File: config.mk
export PLATFORM = sky130hd
export DESIGN_NAME = irq_vector_unit
export DESIGN_NICKNAME = d
export VERILOG_FILES = /design/src/rtl/ivu_pkg.sv /design/src/rtl/ivu_flags.sv /design/src/rtl/ivu_prio.sv /design/src/rtl/ivu_regs.sv /design/src/rtl/irq_vector_unit.sv
export SDC_FILE = /design/constraint.sdc
export NUM_CORES = 1
export LEC_CHECK = 0
export ABC_AREA = 1
export BUFFER_PORTS_ARGS = -buffer_cell sky130_fd_sc_hd__buf_2
export CAP_MARGIN = 30
export CORE_MARGIN = 1.5
export CORE_UTILIZATION = 35
export CTS_BUF_LIST = sky130_fd_sc_hd__clkbuf_4
export DETAILED_ROUTE_END_ITERATION = 8
export GPL_TIMING_DRIVEN = 0
export SYNTH_ARGS = -nofsm -noshare
export SYNTH_HDL_FRONTEND = slang
export SYNTH_HIERARCHICAL = 1
export SYNTH_SLANG_ARGS = --single-unit
File: constraint.sdc
create_clock -name clk -period 2.92 [get_ports clk]
set_input_delay 0.584 -clock clk [delete_from_list [all_inputs] [get_ports clk]]
set_output_delay 0.584 -clock clk [all_outputs]
set_load 0.1 [all_outputs]
File: src/rtl/ivu_pkg.sv
`timescale 1ns/1ps
package ivu_pkg;
  localparam int unsigned IVU_NUM_EVT = 7;
  localparam int unsigned IVU_DATA_W  = 16;
  localparam int unsigned IVU_ADDR_W  = 8;
  localparam int unsigned IVU_CODE_W  = $clog2(IVU_NUM_EVT + 1);

  typedef enum logic [IVU_ADDR_W-1:0] {
    OFS_MASK   = 8'h04,
    OFS_STATUS = 8'h08,
    OFS_VECTOR = 8'h28
  } ivu_ofs_e;
endpackage

File: src/rtl/ivu_flags.sv
`timescale 1ns/1ps
module ivu_flags #(
  parameter int unsigned N = 7
) (
  input  logic         clk,
  input  logic         rst_n,
  input  logic [N-1:0] set_i,
  input  logic [N-1:0] clr_i,
  output logic [N-1:0] pend_o
);
  for (genvar g = 0; g < N; g++) begin : g_flag
    always_ff @(posedge clk or negedge rst_n) begin
      if (!rst_n)        pend_o[g] <= 1'b0;
      else if (set_i[g]) pend_o[g] <= 1'b1;
      else if (clr_i[g]) pend_o[g] <= 1'b0;
    end

    p_set_r2: assert property (@(posedge clk) disable iff (!rst_n)
      set_i[g] |=> pend_o[g]);

    p_keep_r3: assert property (@(posedge clk) disable iff (!rst_n)
      (pend_o[g] && !clr_i[g]) |=> pend_o[g]);
  end
endmodule

File: src/rtl/ivu_prio.sv
`timescale 1ns/1ps
module ivu_prio #(
  parameter int unsigned N  = 7,
  parameter int unsigned CW = $clog2(N + 1)
) (
  input  logic [N-1:0]  req_i,
  output logic [N-1:0]  gnt_o,
  output logic [CW-1:0] code_o,
  output logic          hit_o
);
  always_comb begin
    code_o = '0;
    for (int k = N - 1; k >= 0; k--) begin
      if (req_i[k]) code_o = CW'(k + 1);
    end
  end

  assign gnt_o = req_i & (~req_i + N'(1));
  assign hit_o = |req_i;

  always_comb begin
    if (hit_o) p_onehot_r5: assert ($onehot(gnt_o));
  end
endmodule

File: src/rtl/ivu_regs.sv
`timescale 1ns/1ps
module ivu_regs
  import ivu_pkg::*;
#(
  parameter int unsigned N       = IVU_NUM_EVT,
  parameter int unsigned DW      = IVU_DATA_W,
  parameter int unsigned AW      = IVU_ADDR_W,
  parameter int unsigned CW      = IVU_CODE_W,
  parameter int unsigned RSF_BIT = 11,
  parameter int unsigned BSY_BIT = 12
) (
  input  logic          clk,
  input  logic          rst_n,
  input  logic [AW-1:0] addr_i,
  input  logic          wr_i,
  input  logic          rd_i,
  input  logic [DW-1:0] wdata_i,
  output logic [DW-1:0] rdata_o,
  input  logic [N-1:0]  pend_i,
  input  logic [N-1:0]  gnt_i,
  input  logic [CW-1:0] code_i,
  input  logic          hit_i,
  input  logic          rsfull_i,
  input  logic          busy_i,
  output logic [N-1:0]  mask_o,
  output logic [N-1:0]  clr_o,
  output logic          irq_o
);
  logic sel_mask, sel_stat, sel_vec;
  logic [DW-1:0] stat_word;

  assign sel_mask = (addr_i == AW'(OFS_MASK));
  assign sel_stat = (addr_i == AW'(OFS_STATUS));
  assign sel_vec  = (addr_i == AW'(OFS_VECTOR));

  always_ff @(posedge clk or negedge rst_n) begin
    if (!rst_n)                mask_o <= '0;
    else if (wr_i && sel_mask) mask_o <= wdata_i[N-1:0];
  end

  always_comb begin
    stat_word          = '0;
    stat_word[N-1:0]   = pend_i;
    stat_word[RSF_BIT] = rsfull_i;
    stat_word[BSY_BIT] = busy_i;
  end

  always_comb begin
    rdata_o = '0;
    if (rd_i) begin
      if (sel_mask)      rdata_o = DW'(mask_o);
      else if (sel_stat) rdata_o = stat_word;
      else if (sel_vec)  rdata_o = DW'(code_i);
    end
  end

  logic [N-1:0] w1c, vclr;
  assign w1c   = (wr_i && sel_stat) ? wdata_i[N-1:0] : '0;
  assign vclr  = (rd_i && sel_vec && hit_i) ? gnt_i : '0;
  assign clr_o = w1c | vclr;
  assign irq_o = |(pend_i & mask_o);

  p_irq_r7: assert property (@(posedge clk) disable iff (!rst_n)
    irq_o == hit_i);

  p_vec_r5: assert property (@(posedge clk) disable iff (!rst_n)
    hit_i |-> ((gnt_i & ~(pend_i & mask_o)) == '0));

  p_mask_r4: assert property (@(posedge clk) disable iff (!rst_n)
    (wr_i && sel_mask) |=> (mask_o == $past(wdata_i[N-1:0])));
endmodule

File: src/rtl/irq_vector_unit.sv
`timescale 1ns/1ps
module irq_vector_unit
  import ivu_pkg::*;
#(
  parameter int unsigned N  = IVU_NUM_EVT,
  parameter int unsigned DW = IVU_DATA_W,
  parameter int unsigned AW = IVU_ADDR_W
) (
  input  logic          clk,
  input  logic          rst_n,
  input  logic [N-1:0]  evt_i,
  input  logic          rsfull_i,
  input  logic          busy_i,
  input  logic [AW-1:0] reg_addr_i,
  input  logic          reg_wr_i,
  input  logic          reg_rd_i,
  input  logic [DW-1:0] reg_wdata_i,
  output logic [DW-1:0] reg_rdata_o,
  output logic          irq_o
);
  localparam int unsigned CW = $clog2(N + 1);

  logic [N-1:0]  pend, mask, clr, gnt;
  logic [CW-1:0] code;
  logic          hit;

  ivu_flags #(.N(N)) u_flags (
    .clk(clk), .rst_n(rst_n), .set_i(evt_i), .clr_i(clr), .pend_o(pend)
  );

  ivu_prio #(.N(N), .CW(CW)) u_prio (
    .req_i(pend & mask), .gnt_o(gnt), .code_o(code), .hit_o(hit)
  );

  ivu_regs #(.N(N), .DW(DW), .AW(AW), .CW(CW)) u_regs (
    .clk(clk), .rst_n(rst_n), .addr_i(reg_addr_i), .wr_i(reg_wr_i),
    .rd_i(reg_rd_i), .wdata_i(reg_wdata_i), .rdata_o(reg_rdata_o),
    .pend_i(pend), .gnt_i(gnt), .code_i(code), .hit_i(hit),
    .rsfull_i(rsfull_i), .busy_i(busy_i), .mask_o(mask), .clr_o(clr),
    .irq_o(irq_o)
  );

  p_rdclr_r6: assert property (@(posedge clk) disable iff (!rst_n)
    (reg_rd_i && reg_addr_i == AW'(OFS_VECTOR) && hit && ((evt_i & gnt) == '0))
      |=> ((pend & $past(gnt)) == '0));
endmodule

Yosys cells after proc, flatten, opt, wreduce, memory -nomap -nowiden

Cells that the tools add are included.

Register bits: 14
Input port bits: 37
Word-level logic and storage cells: 55

Add/subtract/negate cells: 1
Equality and inequality tests: 3
Mux-type cells: 27
Bitwise logic cells: 4
Reductions and logical operators: 12

Operators by type and width:

| operator              | count |
|---|---|
| $mux W16              | 3 |
| $mux W3               | 8 |
| $and A7 B7 Y7         | 2 |
| $mux W1               | 14 |
| $mux W7               | 2 |
| $reduce_bool A2 Y1    | 7 |
| $eq A8 B3 Y1 const B  | 1 |
| $eq A8 B4 Y1 const B  | 1 |
| $eq A8 B6 Y1 const B  | 1 |
| $add A7 B1 Y7 const B | 1 |
| $not A7 Y7            | 1 |
| $or A7 B7 Y7          | 1 |
| $reduce_or A7 Y1      | 1 |
| $logic_and A1 B1 Y1   | 4 |

Longest topological paths before layout

Gate-level depths: netlist (run 1).

Word-level depth: 12
Gate-level depth with buffers: 13
Depth with buffers taken out: 13

Modules after synthesis

Netlist (run 1), hierarchy kept.

Modules (own cells, without submodules):

| module          | instances | cells an instance | area an instance (µm²) | seq. area each (µm²) |
|---|---|---|---|---|
| ivu_regs        | 1         | 127               | 822.0                  | 175.2 |
| ivu_flags       | 1         | 35                | 280.3                  | 175.2 |
| ivu_prio        | 1         | 32                | 138.9                  | 0.0 |
| irq_vector_unit | 1         | 14                | 52.6                   | 0.0 |

Worst setup path before layout (run 1)

No wires, ideal clock.

Path kind: input-to-output
From: input port reg_addr_i[5]
To: output port reg_rdata_o[6]
Arrival time: 2.555 ns
Required time: 2.336 ns
Slack: -0.219 ns
Cell stages on the path: 5
Path buffers: 0
Cell sequence: nor2_2 > nand2_4 > nor3_4 > nand2_1 > a21oi_1

Cells in the longest elaborated chain, start to end: 4
Elaborated cells between the ends (all ways): 5
Those cells by class: eq/ne: 2; mux: 3

Ends and longest elaborated chain:

| what               | line                  | RTL |
|---|---|---|
| start: declaration | irq_vector_unit.sv:14 | `input logic [AW-1:0] reg_addr_i,` |
| $eq A8 B4 Y1       | ivu_regs.sv:33        | `assign sel_stat = (addr_i == AW'(OFS_STATUS));` |
| $mux W16           | ivu_regs.sv:52        | `else if (sel_stat) rdata_o = stat_word;` |
| $mux W16 (*)       | ivu_regs.sv:51        | `if (sel_mask) rdata_o = DW'(mask_o);` |
| $mux W16 (*)       | ivu_regs.sv:50        | `if (rd_i) begin` |
| end: declaration   | irq_vector_unit.sv:18 | `output logic [DW-1:0] reg_rdata_o,` |

Mark *: on every way between the ends. The rest lies on a longest branch, timed or not.

Final worst setup path (run 1)

From: register u_flags.pend_o[0]
To: output port reg_rdata_o[2]

Cells in the longest elaborated chain, start to end: 6

Ends and longest elaborated chain:

| what                             | line                  | RTL |
|---|---|---|
| start: declaration               | ivu_flags.sv:9        | `output logic [N-1:0] pend_o` |
| start signal: indexed assignment | ivu_flags.sv:13       | `if (!rst_n) pend_o[g] <= 1'b0;` |
| start signal: indexed assignment | ivu_flags.sv:14       | `else if (set_i[g]) pend_o[g] <= 1'b1;` |
| start signal: indexed assignment | ivu_flags.sv:15       | `else if (clr_i[g]) pend_o[g] <= 1'b0;` |
| $and A7 B7 Y7                    | irq_vector_unit.sv:32 | `.req_i(pend & mask), .gnt_o(gnt), .code_o(code), .hit_o(hit)` |
| $mux W3                          | ivu_prio.sv:14        | `if (req_i[k]) code_o = CW'(k + 1);` |
| net code[2]                      | irq_vector_unit.sv:24 | `logic [CW-1:0] code;` |
| $mux W3                          | ivu_regs.sv:53        | `else if (sel_vec) rdata_o = DW'(code_i);` |
| $mux W16                         | ivu_regs.sv:52        |  |
| $mux W16                         | ivu_regs.sv:51        |  |
| $mux W16                         | ivu_regs.sv:50        |  |

The timed path passes the listed nets, and every way through them passes these cells.

==> flow_summary.json, run 1 <==
{
  "clk-insertion-delay-late_ns": 0.28,
  "hold_path.class": "input pin to asynchronous set/reset pin",
  "max_freq_ghz": 0.391,
  "final_net_count": 292,
  "vias_per_cell": 4.33,
  "synth.distinct_cells": 22,
  "dr.pass1.iters": 4,
  "overflow": 0,
  "clockPowerShare_pct": 23.4,
  "hold_viol_final": 0,
  "dp_cells": 296,
  "crit_family": "buffers and inverters",
  "synthMuxAreaShare_pct": 0,
  "finalNonFillerCells": 300,
  "critPathBufInv": 5,
  "hpwl_um": 2350,
  "synth_seq_cells": 14,
  "cp-startpoint": "u_flags/pend_o[0]",
  "grt_usage_pct": 15.6,
  "p_int_w": 0.000296,
  "synth_flop_cell": "dfrtp_1",
  "ys_seq_area_share_pct": 27.1,
  "rsz0062_at_grt": "no",
  "die_h_um": 63.8,
  "synth_warnings": 6,
  "powerDensity_mw_per_mm2": 316,
  "grt_max_degree": 15,
  "drive_gt1_share_pct": 31.1,
  "cts_buffers": 3,
  "cts_resized": 0,
  "cp.required_ns": 2.34,
  "endpoint_kind": "output pin",
  "status": "finished clean",
  "syn_area_per_cell_um2": 6.22,
  "switching_share_pct": 40.9,
  "p_leak_nw": 0.999,
  "core_region_area_mm2": 0.00344,
  "synth_top_family_by_area": "simple AND/OR/NAND/NOR gates",
  "wl_per_cell_um": 9.55,
  "synthAdderAreaFrac_pct": 0,
  "synthesis.area_mm2": 0.00129,
  "peakVddDrop_v": 0.000220,
  "drc": 0,
  "critPathSlowestCell": "dfrtp_1",
  "critPathMaxFanout": 5,
  "yosysTopAreaCell": "dfrtp_1",
  "p_comb_share_pct": 36.0,
  "cts_num_sinks": 14,
  "period_needed_ns": 2.56,
  "yosysMostFrequentCell": "nand2_1",
  "port_buffers": 36,
  "preCtsSetupSlack_ns": 0.413,
  "crit_chain": "nand2_1 > inv_1 > inv_2 > nand2_2 > nor2_4 > inv_2 > nor2_1 > nand3_1 > nand3_1 > nand2_1 > inv_1 > buf_2",
  "path_class": "register to output pin",
  "place_congestion": 0.863,
  "netSwitchingPower_w": 0.000205,
  "rows": 21,
  "syn_inst": 208,
  "dpl_cell_area_mm2": 0.00156,
  "grt_first_pass_wirelength_um": 5040,
  "synth-compound-area-share_pct": 10.4,
  "finalSetupViolCount": 0,
  "cts_buffer_depth": 2,
  "rr_startpoint": "u_flags/pend_o[0]",
  "boundaryPins": 54,
  "wl_um": 2870,
  "maxSlewViolCount": 0,
  "n_fill_cell": 404,
  "worst_hold_slack_ns": 0.179,
  "cts_htree_levels": 1,
  "initial_core_util_pct": 37.6,
  "post_cts_buffers": 0,
  "synthTopCellsByCount": "53 x nand2_1, 46 x inv_1, 17 x nor2_1, 15 x nand3_1, 14 x dfrtp_1",
  "stdcell_area_mm2": 0.00158,
  "diodes": 0,
  "antenna_left": 0,
  "dieArea_mm2": 0.00407,
  "fin_ws_ns": 0.361,
  "cts-hold-fix-buffers": 0,
  "drv_cap": 0,
  "cp_slowest_stage_delay_ns": 0.43,
  "antenna_found_initial": 0,
  "arrival_ns": 1.98,
  "first_iter_violations": 21,
  "cts_tree": "done",
  "grt_pass1_vias": 1163,
  "netlist_top_cells_area": "dfrtp_1 27%, nand2_1 15%, inv_1 13%, nand3_1 5.8%, buf_4 5.2%",
  "die_w_um": 63.8,
  "synth_edf_count": 0,
  "clk_pin_slew_ns": 0.09,
  "synth_top_area_share_pct": 27.1,
  "fin_crit_sh_pct": 87.7,
  "clock_skew_ns": 0.00406,
  "synth-xor-area-share_pct": 0,
  "yosys.area_share.simple_pct": 40.6,
  "start_kind": "register",
  "area_growth_pct": 22.4,
  "seq_power_share_pct": 40.6,
  "root_buffer": "clkbuf_4",
  "dr_total_vias": 1299,
  "async_reset_ff_share_pct": 100
}
==> sequential cells by signal, indices dropped and copies added, names as in the netlist <==
register and flops:
u_flags/pend_o 7, u_regs/mask_o 7
==> routing by layer <==
metal  global-route usage, %  vias up  part of all wire, %  wire length, um
li1                        -      707                    -                -
met1                    21.3      556                   51             1460
met2                    24.5       32                   43             1220
met3                    2.46        4                  4.9              141
met4                    6.52        0                  1.4               41
met5                       0        -                    0                0
==> final timing paths <==
check	endpoint	slack, ns	cells past startpoint
min in group clk	u_flags/pend_o[4]	0.47	3
worst min-delay path	u_flags/pend_o[3]	0.18	1
worst max-delay path	reg_rdata_o[2]	0.36	12
max in group asynchronous	u_flags/pend_o[0]	2.50	1
worst max register to register	u_flags/pend_o[1]	1.41	13
worst min register to register	u_flags/pend_o[4]	0.53	2
==> final cells by class <==
cell class	count	area [um2]	share of cell area [%]
clock inverters	1	3.75	0.237
repair buffers	36	180	11.4
multi-input cells	137	691	43.6
clock buffers	3	22.5	1.42
well taps	46	57.6	3.63
inverters	52	195	12.3
flip-flops and latches	14	350	22.1
plain buffers	11	83.8	5.29
==> layout by cell type (no fill, tap or decap), types with 2 or more instances in the layout <==
master	instances
dfrtp_1	14
clkbuf_4	3
a21oi_1	5
buf_4	9
nand4_1	8
inv_1	46
nor2_1	17
nand2_1	53
o21ai_2	7
o21ai_1	7
nand2_2	6
buf_2	37
nand2_4	2
nor2_2	4
conb_1	7
inv_2	6
nand3_1	15
==> metrics by stage <==
stage / total power [W] / utilization, % / setup TNS [ns]
after floorplan: 0.000349 / - / -0.0634
after global placement: 0.000388 / 45.3 / 0
after detailed placement: 0.000388 / 45.3 / 0
after CTS: 0.000506 / 46.0 / 0
after global routing: 0.000533 / 46.0 / 0
final: 0.000501 / 46.0 / 0
==> power by group through the flow <==
| stage | Combinational (W) | Sequential [W] | Clock (W) |
|---|---|---|---|
| after floorplan | 0.000143 | 0.000206 | 0 |
| after global placement | 0.000180 | 0.000207 | 0 |
| after detailed placement | 0.000181 | 0.000207 | 0 |
| after CTS | 0.000182 | 0.000203 | 0.000121 |
| after global routing | 0.000197 | 0.000205 | 0.000131 |
| final | 0.000180 | 0.000204 | 0.000117 |
==> kinds of logic (layout without fill, tap and decap cells) <==
kind of cell,Yosys count,count (layout)
AND/OR/NAND/NOR,109,109
buffers and inverters,63,103
AO/OA/AOI/OAI,21,21
flip-flops,14,14
other,1,7
No activity file was read; power rests on OpenSTA's default activity.
==> inputs of run 2 (changes only) <==
--- a/config.mk
+++ b/config.mk
@@ -8,11 +8,14 @@
 export ABC_AREA = 1
 export BUFFER_PORTS_ARGS = -buffer_cell sky130_fd_sc_hd__buf_2
 export CAP_MARGIN = 30
+export CELL_PAD_IN_SITES_DETAIL_PLACEMENT = 1
+export CELL_PAD_IN_SITES_GLOBAL_PLACEMENT = 1
 export CORE_MARGIN = 1.5
 export CORE_UTILIZATION = 35
 export CTS_BUF_LIST = sky130_fd_sc_hd__clkbuf_4
 export DETAILED_ROUTE_END_ITERATION = 8
 export GPL_TIMING_DRIVEN = 0
+export PLACE_DENSITY_LB_ADDON = 0.1
 export SYNTH_ARGS = -nofsm -noshare
 export SYNTH_HDL_FRONTEND = slang
 export SYNTH_HIERARCHICAL = 1
==> run 2 against run 1 <==
Effect of this change:
- sequential share of layout area grew 0.052 points
- cell count shrank 0.33%
- clock power shrank 7%
- critical endpoint unchanged
- worst setup slack lost 0.016 ns
- clock skew grew 0.0017 ns
- largest cell class unchanged
- hold slack gained 0.015 ns
- count of clock-buffer cells in the layout is the same
- die area is the same
- register-to-register slack lost 0.07 ns
==> flow_summary.json, run 2 (synthesis gave the netlist of run 1 again) <==
{
  "post_cts_buffers": 0,
  "antenna_left": 0,
  "ff2ff_path_depth": 13,
  "overflow": 0,
  "start_kind": "register",
  "die_h_um": 63.8,
  "clock_skew_ns": 0.00579,
  "worst_hold_slack_ns": 0.194,
  "wl_per_cell_um": 11.0,
  "cts_buffer_depth": 2,
  "first_iter_violations": 34,
  "dpl_cell_area_mm2": 0.00156,
  "die_w_um": 63.8,
  "rrSetupSlack_ns": 1.34,
  "powerDensity_mw_per_mm2": 315,
  "place_congestion": 0.765,
  "p_leak_nw": 0.998,
  "drive_gt1_share_pct": 31.2,
  "maxSlewViolCount": 0,
  "cts_buffers": 3,
  "finalSetupViolCount": 0,
  "max_freq_ghz": 0.388,
  "fin_crit_sh_pct": 88.2,
  "grt_first_pass_wirelength_um": 5820,
  "dr.pass1.iters": 4,
  "final_net_count": 292,
  "endpoint_kind": "output pin",
  "fin_ws_ns": 0.344,
  "cts_num_sinks": 14,
  "arrival_ns": 1.99,
  "dieArea_mm2": 0.00407,
  "p_total_w": 0.000498,
  "hold_path.class": "input pin to asynchronous set/reset pin",
  "preCtsSetupSlack_ns": 0.411,
  "wl_um": 3280,
  "drv_cap": 0,
  "boundaryPins": 54,
  "drc": 0,
  "n_fill_cell": 497,
  "grt_max_degree": 15,
  "area_growth_pct": 22.1,
  "hpwl_um": 2690,
  "dp_cells": 296,
  "diodes": 0,
  "cts_tree": "done",
  "path_class": "register to output pin",
  "vias_per_cell": 4.45,
  "hold_viol_final": 0,
  "reg.largest.list": "u_flags/pend_o (7), u_regs/mask_o (7)",
  "clk_pin_slew_ns": 0.09,
  "grt_pass1_vias": 1279,
  "clk-insertion-delay-late_ns": 0.28,
  "critPathMaxFanout": 5,
  "final_common_cell": "nand2_1",
  "grt_usage_pct": 17.9,
  "cts_htree_levels": 1,
  "rsz0062_at_grt": "no",
  "peakVddDrop_v": 0.000288,
  "rows": 21,
  "final_cell_mix": "53 x nand2_1, 46 x inv_1, 37 x buf_2, 17 x nor2_1, 15 x nand3_1",
  "cts-hold-fix-buffers": 0,
  "root_buffer": "clkbuf_4",
  "finalNonFillerCells": 299,
  "initial_core_util_pct": 37.6,
  "cp.required_ns": 2.34,
  "port_buffers": 36,
  "stdcell_area_mm2": 0.00158,
  "dr_total_vias": 1332,
  "status": "finished clean",
  "cts_resized": 0,
  "core_region_area_mm2": 0.00344,
  "antenna_found_initial": 0,
  "period_needed_ns": 2.58
}
-- run 2: cell types whose count changed in the layout (fill, tap and decap cells not counted), sizes merged --
| cell | change |
|---|---|
| clkinv | -1 |
-- run 2: worst max-delay path, cell delays in order, from the launching register on --
cell and delay, ns:
dfrtp_1 0.42, nand2_1 0.08, inv_1 0.09, inv_2 0.06
nand2_2 0.06, nor2_4 0.12, inv_2 0.06, nor2_1 0.12
nand3_1 0.10, nand3_1 0.11, nand2_1 0.05, inv_1 0.04
buf_2 0.41
-- run 2: through the flow --
stage,utilization (%),setup TNS (ns)
after floorplan,-,-0.0634
after global placement,45.3,0
after detailed placement,45.3,0
after CTS,45.9,0
after global routing,45.9,0
final,45.9,0
-- run 2: power breakdown --
part           switching, W  internal (W)  total (W)
Sequential       0.00000545      0.000198   0.000204
Clock             0.0000615     0.0000478   0.000109
Combinational      0.000136     0.0000483   0.000185
-- run 2: cell type report --
cell class | instances | area [um2] | share of cell area (%)
plain buffers | 11 | 83.8 | 5.30
clock buffers | 3 | 22.5 | 1.43
inverters | 52 | 195 | 12.4
multi-input cells | 137 | 691 | 43.7
flip-flops and latches | 14 | 350 | 22.2
well taps | 46 | 57.6 | 3.64
repair buffers | 36 | 180 | 11.4
-- run 2: worst paths after layout --
kind / startpoint / end
setup / recovery: u_flags/pend_o[0] / reg_rdata_o[2]
hold / removal: rst_n / u_flags/pend_o[5]
setup reg to reg: u_regs/mask_o[0] / u_flags/pend_o[5]
hold reg to reg: u_flags/pend_o[3] / u_flags/pend_o[3]
max in group asynchronous: rst_n / u_flags/pend_o[2]
min in group clk: evt_i[6] / u_flags/pend_o[6]
-- run 2: metal layers --
metal,wire (um),part of all wire [%],global-route usage (%),up-vias
met5,0,0,0,-
met4,19,0.58,4.89,0
met3,142,4.3,2.46,2
met2,1460,45,29.4,37
met1,1660,51,24.6,588
li1,-,-,-,705
